**config.mk**
```make
export PLATFORM = sky130hd
export DESIGN_NAME = game_swap_seq
export DESIGN_NICKNAME = d
export VERILOG_FILES = /design/src/rtl/game_swap_seq.sv
export SDC_FILE = /design/constraint.sdc
export NUM_CORES = 1
export LEC_CHECK = 0
export ABC_AREA = 1
export BUFFER_PORTS_ARGS = -buffer_cell sky130_fd_sc_hd__buf_2
export CAP_MARGIN = 5
export CORE_ASPECT_RATIO = 0.9
export CORE_MARGIN = 10
export CORE_UTILIZATION = 28
export DETAILED_ROUTE_END_ITERATION = 10
export PLACE_DENSITY = 0.5
export RECOVER_POWER = 100
export SLEW_MARGIN = 20
export SYNTH_ARGS = -nofsm -noshare
export SYNTH_HDL_FRONTEND = slang
export SYNTH_SLANG_ARGS = --single-unit
```
**constraint.sdc**
```tcl
create_clock -name clk -period 4.6 [get_ports clk]
set_input_delay 0.23 -clock clk [delete_from_list [all_inputs] [get_ports clk]]
set_output_delay 0.23 -clock clk [all_outputs]
set_load 0.005 [all_outputs]
```
**src/rtl/game_swap_seq.sv**
```systemverilog
module game_swap_seq #(
  parameter int DW        = 16,
  parameter int WORDS     = 16,
  parameter int GAMES     = 4,
  parameter int INIT_GAME = 0,
  parameter int ECHO      = 1,
  localparam int AW  = $clog2(WORDS),
  localparam int GW  = $clog2(GAMES),
  localparam int SAW = GW + AW
) (
  input  logic           clk,
  input  logic           rst_n,
  input  logic           req_valid,
  input  logic [GW-1:0]  req_game,
  input  logic           frame_done,
  input  logic           cpu_halted,
  output logic           busy,
  output logic           cpu_halt,
  output logic           sw_error,
  output logic [GW-1:0]  cur_game,
  output logic           mem_req,
  output logic           mem_we,
  output logic [AW-1:0]  mem_addr,
  output logic [DW-1:0]  mem_wdata,
  input  logic           mem_ready,
  input  logic [DW-1:0]  mem_rdata,
  output logic           st_req,
  output logic           st_we,
  output logic [SAW-1:0] st_addr,
  output logic [DW-1:0]  st_wdata,
  input  logic           st_ready,
  input  logic [DW-1:0]  st_rdata
);

  typedef enum logic [3:0] {
    S_IDLE, S_WAIT_FRAME, S_HALT, S_SAVE, S_CLEAR, S_LOAD, S_VERIFY, S_RESUME, S_ERROR
  } state_t;

  localparam logic [AW-1:0] LAST = AW'(WORDS - 1);

  state_t        state;
  logic [GW-1:0] cur, tgt;
  logic [AW-1:0] idx;
  logic          sub, ld, mis;
  logic [DW-1:0] hold;
  logic [31:0]   src_sum, dst_sum;

  wire in_save = state == S_SAVE;
  wire in_clr  = state == S_CLEAR;
  wire in_load = state == S_LOAD;
  wire in_vfy  = state == S_VERIFY;
  wire last    = idx == LAST;

  assign mem_req   = (in_save && !sub) || in_clr || (in_load && sub) || (in_vfy && (ld ? !sub : sub));
  assign mem_we    = in_clr || (in_load && sub);
  assign mem_addr  = idx;
  assign mem_wdata = in_clr ? '0 : hold;

  assign st_req   = (in_save && sub) || (in_load && !sub) || (in_vfy && (ld ? sub : !sub));
  assign st_we    = in_save && sub;
  assign st_addr  = {(in_save || (in_vfy && !ld)) ? cur : tgt, idx};
  assign st_wdata = hold;

  wire mem_done = mem_req && mem_ready;
  wire st_done  = st_req && st_ready;

  wire [DW-1:0] drd      = ld ? mem_rdata : st_rdata;
  wire [DW-1:0] srd      = ld ? st_rdata : mem_rdata;
  wire          vdone    = in_vfy && (mem_done || st_done);
  wire          word_end = vdone && (sub || ECHO == 0);
  wire [31:0]   fin_dst  = dst_sum + (sub ? 32'd0 : 32'(drd));
  wire          fin_mis  = mis || (sub && srd != hold);
  wire          pass     = (fin_dst == src_sum) && !fin_mis;

  assign busy     = state != S_IDLE;
  assign sw_error = state == S_ERROR;
  assign cpu_halt = state inside {S_HALT, S_SAVE, S_CLEAR, S_LOAD, S_VERIFY, S_ERROR};
  assign cur_game = cur;

  always_ff @(posedge clk) begin
    if (!rst_n) begin
      state   <= S_IDLE;
      cur     <= GW'(INIT_GAME);
      tgt     <= '0;
      idx     <= '0;
      sub     <= 1'b0;
      ld      <= 1'b0;
      mis     <= 1'b0;
      hold    <= '0;
      src_sum <= '0;
      dst_sum <= '0;
    end else begin
      case (state)
        S_IDLE: if (req_valid) begin
          tgt   <= req_game;
          state <= S_WAIT_FRAME;
        end
        S_WAIT_FRAME: if (frame_done) state <= S_HALT;
        S_HALT: if (cpu_halted) begin
          state   <= S_SAVE;
          idx     <= '0;
          sub     <= 1'b0;
          src_sum <= '0;
        end
        S_SAVE: begin
          if (!sub && mem_done) begin
            hold    <= mem_rdata;
            src_sum <= src_sum + 32'(mem_rdata);
            sub     <= 1'b1;
          end else if (sub && st_done) begin
            sub <= 1'b0;
            if (last) begin
              state   <= S_VERIFY;
              ld      <= 1'b0;
              idx     <= '0;
              dst_sum <= '0;
              mis     <= 1'b0;
            end else idx <= idx + 1'b1;
          end
        end
        S_CLEAR: if (mem_done) begin
          if (last) begin
            state   <= S_LOAD;
            idx     <= '0;
            sub     <= 1'b0;
            src_sum <= '0;
          end else idx <= idx + 1'b1;
        end
        S_LOAD: begin
          if (!sub && st_done) begin
            hold    <= st_rdata;
            src_sum <= src_sum + 32'(st_rdata);
            sub     <= 1'b1;
          end else if (sub && mem_done) begin
            sub <= 1'b0;
            if (last) begin
              state   <= S_VERIFY;
              ld      <= 1'b1;
              idx     <= '0;
              dst_sum <= '0;
              mis     <= 1'b0;
            end else idx <= idx + 1'b1;
          end
        end
        S_VERIFY: if (vdone) begin
          if (!sub) begin
            dst_sum <= fin_dst;
            hold    <= drd;
          end
          mis <= fin_mis;
          if (word_end) begin
            sub <= 1'b0;
            if (last) begin
              idx   <= '0;
              state <= !pass ? S_ERROR : (ld ? S_RESUME : S_CLEAR);
            end else idx <= idx + 1'b1;
          end else sub <= 1'b1;
        end
        S_RESUME: begin
          cur   <= tgt;
          state <= S_IDLE;
        end
        default: state <= state;
      endcase
    end
  end

endmodule

```
==> summary by stage, run 1 <==
Status
The run finished with clean final reports.

Worst setup path
Along the worst path, the maximum fanout reaches 13. The data required time of the critical path is 4900 ps. The arrival time of data at the critical path endpoint is 4430 ps. The cell count of the worst reg-to-reg path is 20.

The category of the worst setup path launch point is a register. The endpoint identified for the worst register-to-register timing path is state[1]. The reg2reg setup slack is 470 ps.

The type of destination of the critical path is a register. The startpoint of the lowest-slack register-to-register path is sub. The kind of critical path is reg2reg.

Synth
The most instantiated library cell after synthesis is nand2_1. The number of distinct standard cells referenced by the synthesized netlist is 52. The post-synthesis net count is 1575.

The synthesized flop and latch total is 95. The synthesized design spends more area on one cell type than any other, namely dfxtp_1. After synthesis, the largest area contributor takes up 22.2% of total cell area. Yosys printed 0 warnings. The share of flip-flops with an asynchronous set or reset after synthesis is 0%. By count the netlist is led by nand2_1, inv_1, a21oi_1. After synthesis, the cell types taking the most area are dfxtp_1, nand2_1, inv_1, a21oi_1, nand3_1. The portion of the post-synthesis area used by sequential elements is 22.2%.

The leading register cell type out of synthesis is dfxtp_1. The synthesized netlist occupies a cell area of 8560 µm². The number of flops mapped to enable cells by yosys is 0. A synthesized cell averages 5.71 µm². The synthesized instance count is 1499.

Placed design
Input and output buffers added on the ports amount to 91. Summed over all nets, the half-perimeter wirelength after detailed placement is 23700 µm. Timing analysis after detailed placement gives a worst setup slack of 671 ps.

The final weighted congestion in routability-driven placement is 0.902.

Floorplanning
The effective utilization at floorplan is 28.5%. In this run the count of I/O pins placed on the die edge is 92. The full die area is 38000 µm². The region available for standard cell placement spans 30000 µm². The floorplan step set the die width to 204 µm.

The number of placement rows is 60. The vertical extent of the die is 186 µm.

Timing
The total count of max-transition violations in the final report is 0. The setup slack of the critical path after layout is 466 ps. The measured slew at the worst slew-check pin is 1200 ps. Setup violations remaining at the end of the flow were counted as 0. The timing-limited maximum frequency is 0.242 GHz.

Adding up every negative setup slack in the final design gives 0 ps. The minimum period implied by the final worst setup slack is 4130 ps. The hold violation count in the final report is 0. The relative slew slack is 19.9%. Setup repair after global routing left no endpoint under its margin.

Dividing the final minimum period by the clock period gives 89.9%. The clock arrives with 14.6 ps of skew.

Route
For this block, wires on met1 add up to 14400 µm. Detailed routing inserted a total of 9485 vias. Detailed routing placed a total of 1480 µm of wire on met3. The total DRC errors in the routed layout is 0. The number of iterations in the first detailed-routing pass is 6. The vias per cell is 4.81. After the first detailed-routing iteration, the DRC count stood at 619. Dividing the detail-routed wire length by the instance count gives 15.1 µm. In this run the top signal layer used is met4. The sum of routed wire length over all layers is 29800 µm.

The count of nets left with antenna violations once routing finished came out at 0. The met2 wire length is 13500 µm.

Clocking
The buffer cell driving the clock tree root is clkbuf_16. The clock passes through at most 2 buffers. The clock tree from TritonCTS is built. Clock-pin slew was measured on the worst setup and hold paths at 80 ps.

The insertion delay to the later sink of the worst-skew pair is 370 ps. The tree built by TritonCTS fans out to 95 sinks. The number of instances resized during post-cts repair is 0. Buffers inserted during clock tree synthesis total 9. The number of buffers inserted to repair setup after CTS is 0. Buffers inserted to repair hold after CTS numbered 0. The H-tree was split into 3 levels.

Hold path
The number of instances on the worst hold path is 3. The path with the worst hold slack has its endpoint at tgt[1]. The worst hold path startpoint is req_game[1]. The worst hold path belongs to the class in2reg.

Global routing
The first global-routing pass estimated 46600 µm of wire. The number of global-route vias before repair is 8759. After global routing the overflow that remains totals 0.

Entering global routing, the biggest net connects 42 pins. The number of antenna violations at the first check in global routing came to 0. For this run, the total global-route usage over all layers was measured as 15.4%.

Finish
The final antenna diode count is 0. The share of layout cells above drive strength 1 is 6.69%. After the last flow step, the layout net total stands at 1641. The total of fill cells in the finished design is 3527. The storage element area is 1900 µm². The combined area of the multi-input logic cells is 5550 µm². The synthesis-to-layout area growth is 11.2%.

Power and ir drop
The reported leakage power is 0.00445 µW. In this run the power density over the cells is 209 nW/µm². IR analysis of the VDD net gives a maximum drop of 200 µV.

Job
Across the run, the number of max-cap violations was 0.
==> area by class of cell <==
cell class / count / share of cell area [%]
sequential: 95 / 20.0
multi-input combinational: 1145 / 58.2
timing repair buffer: 101 / 5.07
inverter: 213 / 8.42
clock buffer: 11 / 2.65
clock inverter: 5 / 0.342
tap: 403 / 5.30
==> critical path, cell delays in order (launching register included) <==
cell and delay, ps:
dfxtp_1 590, clkbuf_1 490, nor2_1 170, ha_1 400, nand2_1 120, nor2_1 340
and2_0 230, nand3_1 100, nand3_1 270, inv_1 70, nand2_1 100, nand2_1 60
nand2_1 50, nand2_1 50, nor2_1 150, nand3_1 90, nor2_1 330, nand4_1 180
nand2_1 90, nand2_1 50, a21oi_1 110
==> placed cells by master, fill, tap and decap left out, types with 4 or more instances in the layout <==
cell / netlist / final
nand3b_1: 6 / 6
nand4_1: 17 / 17
or2_2: 7 / 7
nand3_1: 125 / 135
ha_1: 33 / 33
buf_2: 14 / 49
o21ai_0: 69 / 76
dfxtp_1: 95 / 95
a21oi_1: 139 / 140
buf_4: 6 / 7
inv_1: 197 / 199
a211oi_1: 5 / 5
nand2_1: 487 / 490
o22ai_1: 14 / 15
xor2_1: 9 / 9
nor3_1: 25 / 25
o21ai_1: 11 / 4
clkinv_1: 0 / 4
clkbuf_16: 0 / 9
clkbuf_1: 17 / 44
o211ai_1: 4 / 4
clkinv_2: 2 / 5
inv_2: 14 / 8
nor2_1: 126 / 129
==> per-stage QoR <==
step,instances,utilization (%),hold WS (ps),total power [µW],area (µm²)
global placement,1957,31.3,459,1250,9390
global route,1973,31.7,126,2110,9520
CTS,1973,32.2,127,2030,9670
finish,1973,31.7,140,1990,9520
detailed placement,1957,31.3,465,1250,9390
floorplan,1499,-,368,1120,8560
==> registers in the layout (all words and copies together), names as in the netlist <==
register,cells
mis,1
tgt,2
sub,1
st_wdata,16
dst_sum,32
ld,1
mem_addr,4
src_sum,32
state,4
cur_game,2
==> worst max-delay path by stage <==
stage,end,slack (ps),startpoint
floorplan,src_sum[30],1080,state[3]
global placement,state[1],690,ld
detailed placement,state[1],670,ld
CTS,state[1],670,ld
global route,state[1],120,sub
finish,state[1],470,sub
==> where the power goes <==
part	switching (µW)	internal, µW
sequential	18.3	839
clock	370	396
combinational	248	119
==> kinds of logic (layout without fill, tap and decap cells) <==
kind of cell,Yosys count,after routing,share of synthesized area (%)
buf+inv,259,330,12.0
compound gates,267,267,17.0
flops,95,95,22.2
fa+ha+maj,35,35,5.29
simple gates,829,829,41.7
xor+xnor,14,14,1.78
==> per-layer routing <==
| metal | vias to the layer above | track usage, % |
|---|---|---|
| met5 | - | 0 |
| met4 | 0 | 3.17 |
| met3 | 20 | 2.75 |
| met2 | 202 | 24.9 |
| met1 | 4280 | 20.8 |
| li1 | 4983 | - |
No activity file was read; power rests on OpenSTA's default activity.
==> inputs of run 2 (changes only) <==
--- a/config.mk
+++ b/config.mk
@@ -12,7 +12,7 @@
 export CORE_MARGIN = 10
 export CORE_UTILIZATION = 28
 export DETAILED_ROUTE_END_ITERATION = 10
-export PLACE_DENSITY = 0.5
+export PLACE_DENSITY = 0.53
 export RECOVER_POWER = 100
 export SLEW_MARGIN = 20
 export SYNTH_ARGS = -nofsm -noshare
==> constraint.sdc (replaced) <==
create_clock -name clk -period 4.6 [get_ports clk]
set_input_delay 0.46 -clock clk [delete_from_list [all_inputs] [get_ports clk]]
set_output_delay 0.46 -clock clk [all_outputs]
set_load 0.005 [all_outputs]
==> run 2 against run 1 <==
Net effect: sequential share of layout area about the same; non-clock buffer count up 1; combinational power is essentially flat; critical endpoint is now src_sum[30].
==> summary by stage, run 2 (synthesized netlist as in run 1, its figures left out) <==
Status
The flow ran to the end, and the final reports show no timing, DRC or antenna violations.

Route
The number of iterations in the first detailed-routing pass is 5 (-1). The vias per cell is 4.83 (+0.51%). The number of vias in the routed layout is 9538 (+0.56%). The initial detailed-routing violation count is 751 (+21%). The total DRC errors in the routed layout came to 0 (unchanged). The post-detailed-route wirelength per cell came to 14.9 µm (-1.3%). The sum of routed wire length over all layers is 29400 µm (-1.2%). The antenna violation net count after detailed routing came to 0 (unchanged).

Timing
The minimum period implied by the final worst setup slack was 4180 ps (+43.1 ps). The final-layout setup total negative slack is 0 ps (unchanged). The total count of max-transition violations in the final report is 0 (unchanged). The hold violation count in the final report came to 0 (unchanged). The final cycle utilization of the critical path came to 90.8% (+0.94 points).

The final-report setup violation count is 0 (unchanged). The relative slew slack is 23.5% (+3.5 points). The measured slew at the worst slew-check pin was 1150 ps (-53.0 ps). The setup slack of the critical path after layout is 423 ps (-43.1 ps).

Setup repair after global routing left no endpoint under its margin. The worst hold slack came to 378 ps (+239 ps). The worst clock skew is 13.1 ps (-1.50 ps).

The timing-limited maximum frequency is 0.239 GHz (-1.0%).

Global routing
The largest net degree at the start of global routing came to 38 (-9.5%). The number of global-route vias before repair was 8754 (-0.057%). The number of antenna violations at the first check in global routing is 0 (unchanged). The total routing resource utilization after global routing was 15.0% (-0.37 points).

The residual overflow from global routing was 0 (unchanged). The first-pass GRT wire length is 46100 µm (-1.2%).

Floorplanning
The full die area was 38000 µm² (unchanged). The standard cell core area is 30000 µm² (unchanged). The effective utilization at floorplan is 28.5% (unchanged).

The width of the die is 204 µm (unchanged). The vertical extent of the die was 186 µm (unchanged). The number of placement rows is 60 (unchanged). The top-level port count came to 92 (unchanged).

Worst setup path
The category of the worst setup path launch point is a register. The largest fanout of any net on the critical path is 15 (+2). The arrival time of data at the critical path endpoint is 4480 ps (+50 ps).

The data required time of the critical path was 4910 ps (about the same). STA classifies the critical path endpoint as a register. The setup path with the least slack is of type reg2reg.

Clocking
The maximum root-to-sink buffer count is 2 (unchanged). The register clock-pin slew on the reported worst setup and hold paths is 70 ps (about the same). The number of levels in the clock H-tree is 3 (unchanged). The TritonCTS buffer count is 9 (unchanged). The number of instances resized during post-cts repair is 0 (unchanged). The buffer cell driving the clock tree root is clkbuf_16. The number of hold buffers added after cts is 0 (unchanged). TritonCTS built the clock tree. The insertion delay to the later sink of the worst-skew pair is 370 ps (about the same). The TritonCTS sink count was 95 (unchanged). The number of buffers inserted to repair setup after CTS was 0 (unchanged).

Finish
The final cell count without fillers is 1974 (+0.051%). The share of layout cells above drive strength 1 is 6.81% (+0.12 points). The synthesis-to-layout area growth is 11.3% (about the same). In the layout the commonest cells are nand2_1, inv_1, a21oi_1. The final antenna diode count came to 0 (unchanged). The post-layout net count came to 1642 (+0.061%). The commonest non-fill, non-tap cell in the layout is nand2_1.

The total of fill cells in the finished design came to 3537 (+0.28%).

Placed design
The placed wire-length estimate is 23500 µm (-1.1%). The number of buffers inserted by port buffering is 91 (unchanged). The placed cell count is 1958 (+0.051%). The final weighted congestion in routability-driven placement is 0.906 (+0.45%). The pre-CTS setup slack is 550 ps (-121 ps).

Power and ir drop
The reported leakage power is 0.00447 µW (+0.43%). The overall power of the completed layout is 2000 µW (+0.74%). The peak supply drop came to 180 µV (-9.9%). The power per standard cell area was 210 nW/µm² (+0.69%).

Hold path
The path class of the tightest hold or removal check is in2reg.

Job
The max-cap violation count is 0 (unchanged).
[run 2: cell type report]
| type | instances | area (µm²) | area share [%] |
|---|---|---|---|
| clock inverters | 4 | 45.0 | 0.473 |
| repair buffers | 102 | 484 | 5.08 |
| clock buffers | 12 | 246 | 2.59 |
| inverters | 213 | 802 | 8.42 |
| well taps | 403 | 504 | 5.29 |
| multi-input cells | 1145 | 5540 | 58.2 |
| flip-flops and latches | 95 | 1900 | 20.0 |
[run 2: path summary, 6_finish.rpt]
check / start / endpoint / slack, ps / cells after the start
worst max-delay path: state[2] / src_sum[30] / 420 / 24
worst min-delay path: req_game[1] / tgt[1] / 380 / 3
worst max register to register: state[2] / src_sum[30] / 420 / 24
worst min register to register: dst_sum[5] / dst_sum[5] / 470 / 2
[run 2: critical path: stages, from the launching register on]
cell and delay [ps]:
dfxtp_1 430, clkinv_1 90, nor2_1 220, nand2_1 140
clkinv_2 240, nand2_1 90, o21ai_0 140, ha_1 270
inv_1 70, fa_1 410, inv_1 90, nand2_1 60
o211ai_1 180, a21oi_1 140, inv_1 140, a21oi_1 120
o21ai_1 210, nand3_1 160, nor2_1 280, clkinv_1 140
nor2_1 190, nand2_1 110, nand2_1 70, nand2_1 40
nor2_1 80
[run 2: layer usage]
metal / wire length (µm) / vias up / global-route usage, %
met5: 0 / - / 0
met4: 307 / 0 / 3.05
met3: 1270 / 22 / 2.62
met2: 13300 / 209 / 23.8
met1: 14600 / 4322 / 20.7
li1: - / 4985 / -
[run 2: per-stage QoR]
step | utilization (%) | cell area (µm²)
after floorplan | - | 8560
after global placement | 31.2 | 9380
after detailed placement | 31.2 | 9380
after CTS | 32.2 | 9670
after global routing | 31.7 | 9530
final | 31.7 | 9530
[run 2: power by group]
part	total [µW]	switching, µW	internal (µW)
Sequential	859	20.0	839
Clock	782	347	435
Combinational	364	244	119
Total	2000	612	1390
